**config.mk**
```make
export PLATFORM = sky130hd
export DESIGN_NAME = bdr_order_ctrl
export DESIGN_NICKNAME = d
export VERILOG_FILES = /design/src/rtl/bdr_pkg.sv /design/src/rtl/bdr_drain_track.sv /design/src/rtl/bdr_read_fsm.sv /design/src/rtl/bdr_admit.sv /design/src/rtl/bdr_order_ctrl.sv
export SDC_FILE = /design/constraint.sdc
export NUM_CORES = 1
export LEC_CHECK = 0
export CORE_MARGIN = 2
export CORE_UTILIZATION = 40
export CTS_CLUSTER_DIAMETER = 30
export DETAILED_ROUTE_END_ITERATION = 10
export DONT_BUFFER_PORTS = 1
export HOLD_SLACK_MARGIN = 0.15
export PLACE_DENSITY = 0.51
export SLEW_MARGIN = 10
export SYNTH_ARGS = -nofsm -noshare
export SYNTH_HDL_FRONTEND = slang
export SYNTH_SLANG_ARGS = --single-unit
```
**constraint.sdc**
```tcl
create_clock -name clk -period 2.36 [get_ports clk]
set_input_delay 0.118 -clock clk [delete_from_list [all_inputs] [get_ports clk]]
set_output_delay 0.118 -clock clk [all_outputs]
set_load 0.1 [all_outputs]
```
**src/rtl/bdr_pkg.sv**
```systemverilog
package bdr_pkg;
   typedef enum logic [1:0] {
      DR_IDLE = 2'd0,
      DR_REQ  = 2'd1,
      DR_CPL  = 2'd2
   } dr_phase_e;
endpackage

```
**src/rtl/bdr_drain_track.sv**
```systemverilog
module bdr_drain_track #(
   parameter int CW = 4
) (
   input  logic          clk,
   input  logic          rst_n,
   input  logic          start,
   input  logic          active,
   input  logic          retire,
   input  logic [CW-1:0] cnt,
   output logic          drained
);
   logic [CW-1:0] snap_q;

   always_ff @(posedge clk) begin
      if (!rst_n) begin
         snap_q <= '0;
      end else if (start) begin
         snap_q <= cnt - CW'(retire);
      end else if (active && retire && snap_q != '0) begin
         snap_q <= snap_q - CW'(1);
      end
   end

   assign drained = (snap_q == '0);

   p_snap_hold_r4: assert property (@(posedge clk) disable iff (!rst_n)
      (active && !start && !retire) |=> $stable(snap_q));
endmodule

```
**src/rtl/bdr_read_fsm.sv**
```systemverilog
module bdr_read_fsm
   import bdr_pkg::*;
#(
   parameter int ADDR_W = 32,
   parameter int DATA_W = 32
) (
   input  logic              clk,
   input  logic              rst_n,
   input  logic              sec_rd,
   input  logic [ADDR_W-1:0] sec_addr,
   input  logic              drained,
   input  logic              ret_valid,
   input  logic [DATA_W-1:0] ret_data,
   output dr_phase_e         phase,
   output logic              start,
   output logic              launch,
   output logic [ADDR_W-1:0] launch_addr,
   output logic              deliver,
   output logic [DATA_W-1:0] held_data
);
   dr_phase_e         phase_q, phase_d;
   logic [ADDR_W-1:0] addr_q;
   logic [DATA_W-1:0] data_q;
   logic              dvalid_q;

   assign start   = (phase_q == DR_IDLE) && sec_rd;
   assign launch  = (phase_q == DR_REQ) && drained;
   assign deliver = (phase_q == DR_CPL) && dvalid_q && sec_rd && (sec_addr == addr_q);

   always_comb begin
      phase_d = phase_q;
      unique case (phase_q)
         DR_IDLE: if (start)   phase_d = DR_REQ;
         DR_REQ:  if (launch)  phase_d = DR_CPL;
         DR_CPL:  if (deliver) phase_d = DR_IDLE;
         default:              phase_d = DR_IDLE;
      endcase
   end

   always_ff @(posedge clk) begin
      if (!rst_n) begin
         phase_q  <= DR_IDLE;
         addr_q   <= '0;
         data_q   <= '0;
         dvalid_q <= 1'b0;
      end else begin
         phase_q <= phase_d;
         if (start) addr_q <= sec_addr;
         if (launch || deliver) begin
            dvalid_q <= 1'b0;
         end else if (phase_q == DR_CPL && ret_valid && !dvalid_q) begin
            dvalid_q <= 1'b1;
            data_q   <= ret_data;
         end
      end
   end

   assign phase       = phase_q;
   assign launch_addr = addr_q;
   assign held_data   = data_q;

   p_enter_req_r3: assert property (@(posedge clk) disable iff (!rst_n)
      start |=> (phase_q == DR_REQ));
   p_launch_pulse_r5: assert property (@(posedge clk) disable iff (!rst_n)
      launch |=> (!launch && phase_q == DR_CPL));
   p_deliver_idle_r6: assert property (@(posedge clk) disable iff (!rst_n)
      deliver |=> (phase_q == DR_IDLE));
   p_addr_stable_r5: assert property (@(posedge clk) disable iff (!rst_n)
      (phase_q != DR_IDLE) |=> $stable(addr_q));
endmodule

```
**src/rtl/bdr_admit.sv**
```systemverilog
module bdr_admit
   import bdr_pkg::*;
#(
   parameter int SEC_DEPTH  = 8,
   parameter int HOST_DEPTH = 8,
   parameter int SEC_CW     = 4,
   parameter int HOST_CW    = 4
) (
   input  logic               clk,
   input  logic               rst_n,
   input  logic [SEC_CW-1:0]  sec_wr_cnt,
   input  logic [HOST_CW-1:0] host_wr_cnt,
   input  dr_phase_e          phase,
   input  logic               deliver,
   input  logic               sec_req_valid,
   input  logic               sec_req_write,
   input  logic               host_req_valid,
   input  logic               host_req_write,
   input  logic               host_req_postable,
   input  logic               host_req_cfg,
   output logic               sec_accept,
   output logic               sec_retry,
   output logic               host_accept,
   output logic               host_rearb
);
   localparam logic [SEC_CW-1:0]  SEC_FULL  = SEC_CW'(SEC_DEPTH);
   localparam logic [HOST_CW-1:0] HOST_FULL = HOST_CW'(HOST_DEPTH);

   logic sec_room, host_room, both_empty, sec_ok, host_ok;

   assign sec_room   = sec_wr_cnt < SEC_FULL;
   assign host_room  = host_wr_cnt < HOST_FULL;
   assign both_empty = (sec_wr_cnt == '0) && (host_wr_cnt == '0);

   always_comb begin
      sec_ok = sec_req_write ? sec_room : deliver;
      if (host_req_cfg)
         host_ok = host_req_write ? (both_empty && phase == DR_IDLE) : 1'b1;
      else if (host_req_write && host_req_postable)
         host_ok = host_room;
      else if (host_req_write)
         host_ok = !sec_req_valid;
      else
         host_ok = !sec_req_valid && both_empty;
   end

   assign sec_accept  = sec_req_valid && sec_ok;
   assign sec_retry   = sec_req_valid && !sec_ok;
   assign host_accept = host_req_valid && host_ok;
   assign host_rearb  = host_req_valid && !host_ok;

   p_one_resp_r11: assert property (@(posedge clk) disable iff (!rst_n)
      (sec_req_valid |-> $countones({sec_accept, sec_retry}) == 1) and
      (host_req_valid |-> $countones({host_accept, host_rearb}) == 1));
   p_no_overflow_r2: assert property (@(posedge clk) disable iff (!rst_n)
      (sec_accept && sec_req_write) |-> (sec_wr_cnt < SEC_FULL));
   p_host_rd_empty_r8: assert property (@(posedge clk) disable iff (!rst_n)
      (host_accept && !host_req_write && !host_req_cfg) |-> (both_empty && !sec_req_valid));
   p_cfg_wr_quiet_r10: assert property (@(posedge clk) disable iff (!rst_n)
      (host_accept && host_req_write && host_req_cfg) |-> (both_empty && phase == DR_IDLE));
endmodule

```
**src/rtl/bdr_order_ctrl.sv**
```systemverilog
module bdr_order_ctrl
   import bdr_pkg::*;
#(
   parameter int ADDR_W     = 32,
   parameter int DATA_W     = 32,
   parameter int SEC_DEPTH  = 8,
   parameter int HOST_DEPTH = 8,
   localparam int SEC_CW    = $clog2(SEC_DEPTH + 1),
   localparam int HOST_CW   = $clog2(HOST_DEPTH + 1)
) (
   input  logic               clk,
   input  logic               rst_n,
   input  logic [SEC_CW-1:0]  sec_wr_cnt,
   input  logic [HOST_CW-1:0] host_wr_cnt,
   input  logic               sec_wr_retire,
   input  logic               sec_req_valid,
   input  logic               sec_req_write,
   input  logic [ADDR_W-1:0]  sec_req_addr,
   output logic               sec_accept,
   output logic               sec_retry,
   output logic [DATA_W-1:0]  sec_rd_data,
   output logic               sec_rd_data_valid,
   input  logic               host_req_valid,
   input  logic               host_req_write,
   input  logic               host_req_postable,
   input  logic               host_req_cfg,
   output logic               host_accept,
   output logic               host_rearb,
   output logic               dn_rd_launch,
   output logic [ADDR_W-1:0]  dn_rd_addr,
   input  logic               dn_rd_ret_valid,
   input  logic [DATA_W-1:0]  dn_rd_ret_data
);
   generate
      if (ADDR_W < 1 || DATA_W < 1) begin : g_bad_width
         $error("bdr_order_ctrl: ADDR_W and DATA_W must be positive");
      end
      if (SEC_DEPTH < 1 || HOST_DEPTH < 1) begin : g_bad_depth
         $error("bdr_order_ctrl: buffer depths must be at least 1");
      end
   endgenerate

   dr_phase_e phase;
   logic      sec_rd, start, drained, launch, deliver;

   assign sec_rd = sec_req_valid && !sec_req_write;

   bdr_drain_track #(.CW(SEC_CW)) u_drain (
      .clk     (clk),
      .rst_n   (rst_n),
      .start   (start),
      .active  (phase == DR_REQ),
      .retire  (sec_wr_retire),
      .cnt     (sec_wr_cnt),
      .drained (drained)
   );

   bdr_read_fsm #(.ADDR_W(ADDR_W), .DATA_W(DATA_W)) u_fsm (
      .clk         (clk),
      .rst_n       (rst_n),
      .sec_rd      (sec_rd),
      .sec_addr    (sec_req_addr),
      .drained     (drained),
      .ret_valid   (dn_rd_ret_valid),
      .ret_data    (dn_rd_ret_data),
      .phase       (phase),
      .start       (start),
      .launch      (launch),
      .launch_addr (dn_rd_addr),
      .deliver     (deliver),
      .held_data   (sec_rd_data)
   );

   bdr_admit #(
      .SEC_DEPTH (SEC_DEPTH),
      .HOST_DEPTH(HOST_DEPTH),
      .SEC_CW    (SEC_CW),
      .HOST_CW   (HOST_CW)
   ) u_admit (
      .clk               (clk),
      .rst_n             (rst_n),
      .sec_wr_cnt        (sec_wr_cnt),
      .host_wr_cnt       (host_wr_cnt),
      .phase             (phase),
      .deliver           (deliver),
      .sec_req_valid     (sec_req_valid),
      .sec_req_write     (sec_req_write),
      .host_req_valid    (host_req_valid),
      .host_req_write    (host_req_write),
      .host_req_postable (host_req_postable),
      .host_req_cfg      (host_req_cfg),
      .sec_accept        (sec_accept),
      .sec_retry         (sec_retry),
      .host_accept       (host_accept),
      .host_rearb        (host_rearb)
   );

   assign dn_rd_launch      = launch;
   assign sec_rd_data_valid = deliver;

   p_idle_quiet_r1: assert property (@(posedge clk) disable iff (!rst_n)
      (!sec_req_valid && !host_req_valid) |-> !(sec_accept || sec_retry || host_accept || host_rearb || sec_rd_data_valid));
endmodule

```
==> results of run 1 <==
[critical path: cells and delay by family (launching register included)]
family          cells  cell delay, ps
compound gates      1             130
xor+xnor            1             150
buf+inv             2             330
flops               1             350
simple gates        3             870
[sequential cells by signal (all words and copies together) (netlist names)]
name / count
u_fsm.dvalid_q: 1
u_fsm.launch_addr: 32
u_fsm.held_data: 32
u_fsm.phase: 2
u_drain.snap_q: 4
[metal layers]
metal / share of wire, % / global-route usage (%)
met1: 43 / 24.9
met2: 49 / 35.6
met3: 6.8 / 5.70
met4: 1.6 / 7.00
met5: 0 / 0
[power breakdown]
part           internal (W)  switching [W]  total [W]  leakage [nW]
Combinational      0.000266       0.000518   0.000783          1.29
Sequential          0.00125      0.0000326    0.00128         0.594
Clock              0.000609       0.000459    0.00107         0.110
Total               0.00212        0.00101    0.00313          1.99
[kinds of logic after synthesis]
| kind of cell | after synthesis | share of synthesized area, % |
|---|---|---|
| AOI/OAI and AO/OA | 78 | 17.8 |
| adders and majority gates | 3 | 1.17 |
| DFF | 71 | 44.2 |
| buffers and inverters | 27 | 3.15 |
| and+or+nand+nor | 171 | 23.4 |
| xor gates and xnor gates | 37 | 10.3 |
[final timing paths]
path	from	end	slack (ps)
worst max register to register	u_drain.snap_q[0]	u_drain.snap_q[0]	110
worst max-delay path	u_fsm.launch_addr[28]	sec_accept	70
worst min register to register	u_fsm.held_data[1]	u_fsm.held_data[1]	460
worst min-delay path	rst_n	u_fsm.launch_addr[29]	150
[placed cells by master (no fill, tap or decap), types with 2 or more instances in the layout]
cell type and count:
nand2_1 134, dlygate4sd3_1 78, buf_4 71, a21boi_0 66, dfxtp_1 39, xnor2_1 21, dfxtp_2 20, xor2_1 14
dfxtp_4 12, clkbuf_8 11, nand4_1 5, nor4_1 5, nor2_1 5, inv_1 4, a21oi_1 4, nand3_1 3
o21ai_0 3, ha_1 3, nor3b_4 2, xnor2_2 2, and2b_1 2, nor2b_1 2, and2_1 2, nor4b_1 2
clkinvlp_4 2, buf_16 2, buf_12 2
[through the flow]
stage / util, % / TNS, ps / instance area (µm²) / hold WS [ps]
6_report: 64.6 / 0 / 5020 / 154
5_1_grt: 64.6 / -5.26 / 5020 / 161
4_1_cts: 64.4 / 0 / 5000 / 151
3_5_place_dp: 51.0 / 0 / 3970 / 251
3_3_place_gp: 51.0 / 0 / 3970 / 248
2_1_floorplan: - / -2260 / 3310 / 252
[final cells by class]
type	count	area [µm²]
Multi-Input combinational cell	289	1740
Clock inverter	4	50.0
Clock buffer	12	176
Tap cell	102	128
Timing Repair Buffer	154	1420
Sequential cell	71	1490
Fill cell	668	2750
Inverter	4	15.0
[timing repair]
action,4_1_cts,5_1_grt
gates cloned,0,0
hold buffers,79,0
endpoints found under the setup margin,1,3
pin swaps,0,1
resized for setup,1,3
buffers inserted,0,1
endpoints found under the hold margin,71,0
==> results.ini, run 1 <==
[clock_tree]
cts_tree=built
cts_max_path_buffers=2
clk_pin_slew_ps=80
clockRootBuffer=clkbuf_8
cts.sink_count=71
insertion_delay_ps=330
cts_buffers=9
cts_htree_levels=3

[sta]
period_needed_ps=2290
skew_ps=9.78
fin_crit_sh_pct=97.0
final.setup.worst_slack_ps=70.8
max_freq_ghz=0.437
hold_viol=0
relSlewSlack_pct=58.3
setup_violations=0
finalMaxSlewViolations=0
tightest_slew_ps=626

[floorplanning]
die_h_um=93.7
coreArea_um2=7770
start_util_pct=41.4
num_rows=32
dieArea_um2=8780
ios=152
die_width_um=93.7

[finish]
drive_gt1_share_pct=25.7
fin_cells=636
n_antenna_cell=0
syn_to_final_growth_pct=56.1
fin_nets=614

[worst_setup_path]
critPathLaunchType=register
ff2ff_path_depth=7
worst-setup-path-type=register to output port
cp.required_ps=2240
crit_chain=xnor2_1, nand4_1, or4_4, nor4_4, buf_6, o21a_4, buf_12
arrival_ps=2170
cp_slowest_cell=or4_4
end_kind=output port
cp_slowest_stage_delay_ps=550
cp_max_fo=5

[synthesis]
yosysTopAreaCell=dfxtp_1
synth_nets=472
netlist_instances=387
synth_seq_cells=71
ys_types=31
synth_top_area_share_pct=44.2
syn_avg_cell_area_um2=8.31
synth-seq-area-share_pct=44.2
yosysWarnings=0
ys_top_cells_by_area=dfxtp_1 (44%), nand2_1 (16%), a21boi_0 (15%)
synthTopCellsByCount=nand2_1 (134), dfxtp_1 (71), a21boi_0 (66), clkbuf_1 (22), xnor2_1 (22)
post-synth-top-count-cell=nand2_1
async_flop_share_pct=0
synth_edf_count=0
yosys_most_used_dff=dfxtp_1
syn_area_um2=3220

[detailed_routing]
drcViolationCount=0
wire_per_inst_um=14.6
via_count=3046
drt-initial-drc-count=57
vias_per_cell=4.79
wl_mm=9.29
ant_nets=0
firstDrtPassIters=4

[placed_design]
port_buffers=0
dp_hpwl_mm=5.78
place_inst=540
place.gp.congestion=0.786
pre_cts_slack_ps=364

[power]
power_w=0.00313
leakagePower_nw=1.99
ir_drop_v=0.000339
powerDensity_nw_per_um2=623

[global_route]
grt_util_all_layers_pct=20.7
antenna_found_initial=0
grt_overflow_total=0
grt_pass1_wl_mm=14.3
grt_max_degree=72
grt_pass1_vias=3061

[hold_path]
min_path_type=primary input to register
hold_depth=2

[job]
maxCapViolCount=0

[run_status]
outcome=complete, no violations

(Power assumes the default switching activity.)
==> run 2, diff against run 1 <==
--- a/config.mk
+++ b/config.mk
@@ -5,8 +5,8 @@
 export SDC_FILE = /design/constraint.sdc
 export NUM_CORES = 1
 export LEC_CHECK = 0
-export CORE_MARGIN = 2
 export CORE_UTILIZATION = 40
+export CTS_BUF_LIST = sky130_fd_sc_hd__clkbuf_4 sky130_fd_sc_hd__clkbuf_8
 export CTS_CLUSTER_DIAMETER = 30
 export DETAILED_ROUTE_END_ITERATION = 10
 export DONT_BUFFER_PORTS = 1
==> run 2 against run 1 <==
Against the previous run:
- wire length down 2.5%
- die area down 4.2%
- combinational power up 2%
- sequential share of layout area down 0.28 points
- clock skew down 3.6 ps
- register-to-register slack better by 20 ps
- total power down 6.4%
- sequential cell count unchanged
- fmax up 1.5%
- sequential power about the same
- critical path type unchanged
==> results.ini, run 2 (same netlist as run 1, synthesis figures left out) <==
[floorplanning]
coreArea_um2=7770
ios=152
num_rows=32
dieArea_um2=8400
start_util_pct=41.4
die_h_um=91.7
die_width_um=91.7

[finish]
fin_nets=622
nFillCells=635
final_cell_mix=nand2_1 (134), dlygate4sd3_1 (85), buf_4 (70)
drive_gt1_share_pct=25.6
syn_to_final_growth_pct=57.6
layout_commonest_cell=nand2_1
n_antenna_cell=0
fin_cells=644

[power]
leakagePower_nw=2.03
ir_drop_v=0.000362
powerDensity_nw_per_um2=578

[detailed_routing]
drcViolationCount=0
wire_per_inst_um=14.1
ant_nets=0
drt-initial-drc-count=72
via_count=3048
vias_per_cell=4.73
wl_mm=9.06
firstDrtPassIters=4

[placed_design]
place.gp.congestion=0.774
dp_hpwl_mm=5.71
port_buffers=0
place_inst=540

[sta]
tns_ps=0
fin_crit_sh_pct=95.5
relSlewSlack_pct=58.2
skew_ps=6.22
tightest_slew_ps=627
finalMaxSlewViolations=0
period_needed_ps=2250
max_freq_ghz=0.444
setup_violations=0
hold_viol=0

[hold_path]
hold_depth=2
hold_path.startpoint=rst_n
min_path_type=primary input to register

[run_status]
outcome=complete, no violations

[worst_setup_path]
arrival_ps=2140
cp_slowest_stage_delay_ps=440
crit_chain=and2b_1, nand4_1, or4_4, nor4_4, buf_6, o21a_2, buf_12
cp.required_ps=2240
cp_max_fo=5
end_kind=output port
worst-setup-path-type=register to output port
critPathLaunchType=register
cp_slowest_cell=or4_4
critPathLaunch=u_fsm.phase[1]
ff2ff_path_depth=8
r2r-start=u_drain.snap_q[0]

[clock_tree]
cts_max_path_buffers=2
clk_pin_slew_ps=70
cts_tree=built
cts.sink_count=71
cts_htree_levels=3
insertion_delay_ps=330
clockRootBuffer=clkbuf_8
cts_buffers=9

[global_route]
grt_pass1_vias=3129
antenna_found_initial=0
grt_max_degree=72
grt_overflow_total=0
grt_util_all_layers_pct=21.9
grt_pass1_wl_mm=14.4

[job]
maxCapViolCount=0

run 2: cell type report:
type	instances	area, µm²	area share, %
clock inverters	5	25.0	0.494
repair buffers	162	1520	30.0
clock buffers	11	145	2.86
flip-flops and latches	71	1490	29.4
well taps	102	128	2.52
inverters	4	15.0	0.296
multi-input cells	289	1740	34.4
run 2: layer usage:
metal | routed length (µm) | up-vias | track usage, %
li1 | - | 1572 | -
met1 | 3900 | 1363 | 25.8
met2 | 4320 | 100 | 37.1
met3 | 648 | 13 | 5.97
met4 | 179 | 0 | 9.39
met5 | 0 | - | 0
run 2: through the flow:
stage	power [W]	worst slack, ps	util, %	cell area [µm²]	hold slack, ps
after floorplan	0.00184	-750	-	3310	252
after global placement	0.00196	423	51.4	3990	245
after detailed placement	0.00196	389	51.4	3990	247
after CTS	0.00297	5.36	64.9	5040	150
after global routing	0.00306	-0.278	65.3	5070	174
final	0.00293	105	65.3	5070	159
run 2: where the power goes:
group	switching [W]	total, W	internal (W)
Sequential	0.0000320	0.00128	0.00125
Combinational	0.000518	0.000799	0.000281
Clock	0.000440	0.000853	0.000413
Total	0.000990	0.00293	0.00194
run 2: worst paths after layout:
| kind | to | slack (ps) |
|---|---|---|
| setup / recovery | sec_accept | 110 |
| hold / removal | u_fsm.launch_addr[3] | 160 |
| hold reg to reg | u_fsm.held_data[10] | 460 |
| setup reg to reg | u_drain.snap_q[1] | 130 |
run 2: worst max-delay path: cells and delay by family (launching register included):
| kind | cells | cell delay, ps |
|---|---|---|
| buf+inv | 2 | 330 |
| simple gates | 4 | 920 |
| compound gates | 1 | 140 |
| flops | 1 | 410 |
run 2: what timing repair did:
item	4_1_cts	5_1_grt
endpoints found under the setup margin	0	3
gates resized for setup	0	4
hold endpoints to repair	71	0
hold buffers	86	0
setup buffers	0	2
==> run 3, diff against run 2 <==
--- a/config.mk
+++ b/config.mk
@@ -12,6 +12,7 @@
 export DONT_BUFFER_PORTS = 1
 export HOLD_SLACK_MARGIN = 0.15
 export PLACE_DENSITY = 0.51
+export RECOVER_POWER = 100
 export SLEW_MARGIN = 10
 export SYNTH_ARGS = -nofsm -noshare
 export SYNTH_HDL_FRONTEND = slang
==> run 3 against run 2 <==
Against the previous run:
- cell count unchanged
- sequential share of layout area grew 1.2 points
- clock power increased by 0.7%
- wire length grew 0.32%
==> results.ini, run 3 (same netlist as run 1, synthesis figures left out) <==
[run_status]
outcome=complete, no violations

[finish]
syn_to_final_growth_pct=47.9
fin_nets=622
n_antenna_cell=0
final_cell_mix=nand2_1 (134), dlygate4sd3_1 (85), a21boi_0 (66)
nFillCells=721
fin_util_pct=61.3
stdcell_area_um2=4760
drive_gt1_share_pct=11.1
multiInputGateArea_um2=1740
seq_area_um2=1460
layout_commonest_cell=nand2_1

[sta]
max_freq_ghz=0.443
fin_crit_sh_pct=95.6
tightest_slew_ps=1280
setup_violations=0
hold_viol=0
period_needed_ps=2260
finalMaxSlewViolations=0
relSlewSlack_pct=14.7
rsz0062_at_grt=false
skew_ps=7.69

[floorplanning]
num_rows=32
ios=152
dieArea_um2=8400
coreArea_um2=7770
die_width_um=91.7
die_h_um=91.7
start_util_pct=41.4

[worst_setup_path]
arrival_ps=2140
cp_slowest_stage_delay_ps=440
worst-setup-path-type=register to output port
critPathLaunchType=register
cp_slowest_cell=or4_4
cp_max_fo=5
crit_chain=and2b_1, nand4_1, or4_4, nor4_4, buf_6, o21a_2, buf_12
worstPathBufferInverterCount=2
critPathTopFamily=simple AND/OR/NAND/NOR gates
cp.required_ps=2240
end_kind=output port

[clock_tree]
cts.sink_count=71
clk_pin_slew_ps=80
cts_htree_levels=3
cts_tree=built
cts_max_path_buffers=2
cts_buffers=9
insertion_delay_ps=340
clockRootBuffer=clkbuf_8

[power]
powerDensity_nw_per_um2=609
power_frac_comb_pct=26.2
p_int_w=0.00190
switching_share_pct=34.3
leakagePower_nw=1.75
switching_power_w=0.000995
power_frac_seq_pct=44.1
power_w=0.00290
pwr-share-clk_pct=29.6
ir_drop_v=0.000366

[placed_design]
place.gp.congestion=0.774
dpl_cell_area_um2=3990
port_buffers=0
dp_hpwl_mm=5.71

[detailed_routing]
ant_nets=0
vias_per_cell=4.78
wire_per_inst_um=14.1
drcViolationCount=0
via_count=3079
wl_mm=9.08
firstDrtPassIters=4
drt-initial-drc-count=54

[global_route]
use_met3_pct=5.97
grt_overflow_total=0
grt_max_degree=72
use_met2_pct=37.1
top_usage_layer=met2
grt_util_all_layers_pct=21.9
use_met1_pct=25.8
grt_pass1_wl_mm=14.4
grt_pass1_vias=3129
antenna_found_initial=0

[hold_path]
min_path_type=primary input to register

[job]
maxCapViolCount=0

[run 3: metrics by stage]
| stage | instances | TNS (ps) | setup WS, ps | hold slack (ps) |
|---|---|---|---|---|
| after detailed placement | 540 | 0 | 389 | 247 |
| after global placement | 540 | 0 | 423 | 245 |
| after global routing | 644 | 0 | 1.60 | 174 |
| after CTS | 642 | 0 | 5.36 | 150 |
| final | 644 | 0 | 103 | 166 |
| after floorplan | 387 | -2260 | -750 | 252 |
[run 3: what timing repair did]
| item | CTS | global route |
|---|---|---|
| hold endpoints to repair | 71 | 0 |
| buffers inserted | 0 | 2 |
| gates resized for setup | 0 | 4 |
| setup endpoints to repair | 0 | 3 |
| hold buffers | 86 | 0 |
[run 3: worst paths after layout]
kind,start,endpoint,slack (ps),cells after the start
worst max-delay path,u_fsm.phase[1],sec_accept,100,7
worst min-delay path,rst_n,u_fsm.launch_addr[8],170,2
worst max register to register,u_drain.snap_q[0],u_drain.snap_q[0],130,7
worst min register to register,u_fsm.held_data[10],u_fsm.held_data[10],460,2
[run 3: cell type report]
type,count,share of cell area (%)
multi-input combinational,289,36.6
inverter,4,0.316
clock buffer,11,3.05
clock inverter,5,0.526
sequential,71,30.6
timing repair buffer,162,26.3
tap,102,2.68
[run 3: per-layer routing]
metal  part of all wire, %  routed length (µm)  vias up
li1                      -                   -     1577
met1                    43                3940     1386
met2                    47                4300      101
met3                   7.2                 652       15
met4                   2.1                 192        0
met5                     0                   0        -
[run 3: power by group through the flow]
stage	Clock (W)	Sequential, W	Combinational (W)
6_report	0.000859	0.00128	0.000760
2_1_floorplan	0	0.00160	0.000237
5_1_grt	0.000931	0.00129	0.000807
3_5_place_dp	0	0.00130	0.000659
4_1_cts	0.000893	0.00128	0.000798
3_3_place_gp	0	0.00130	0.000654
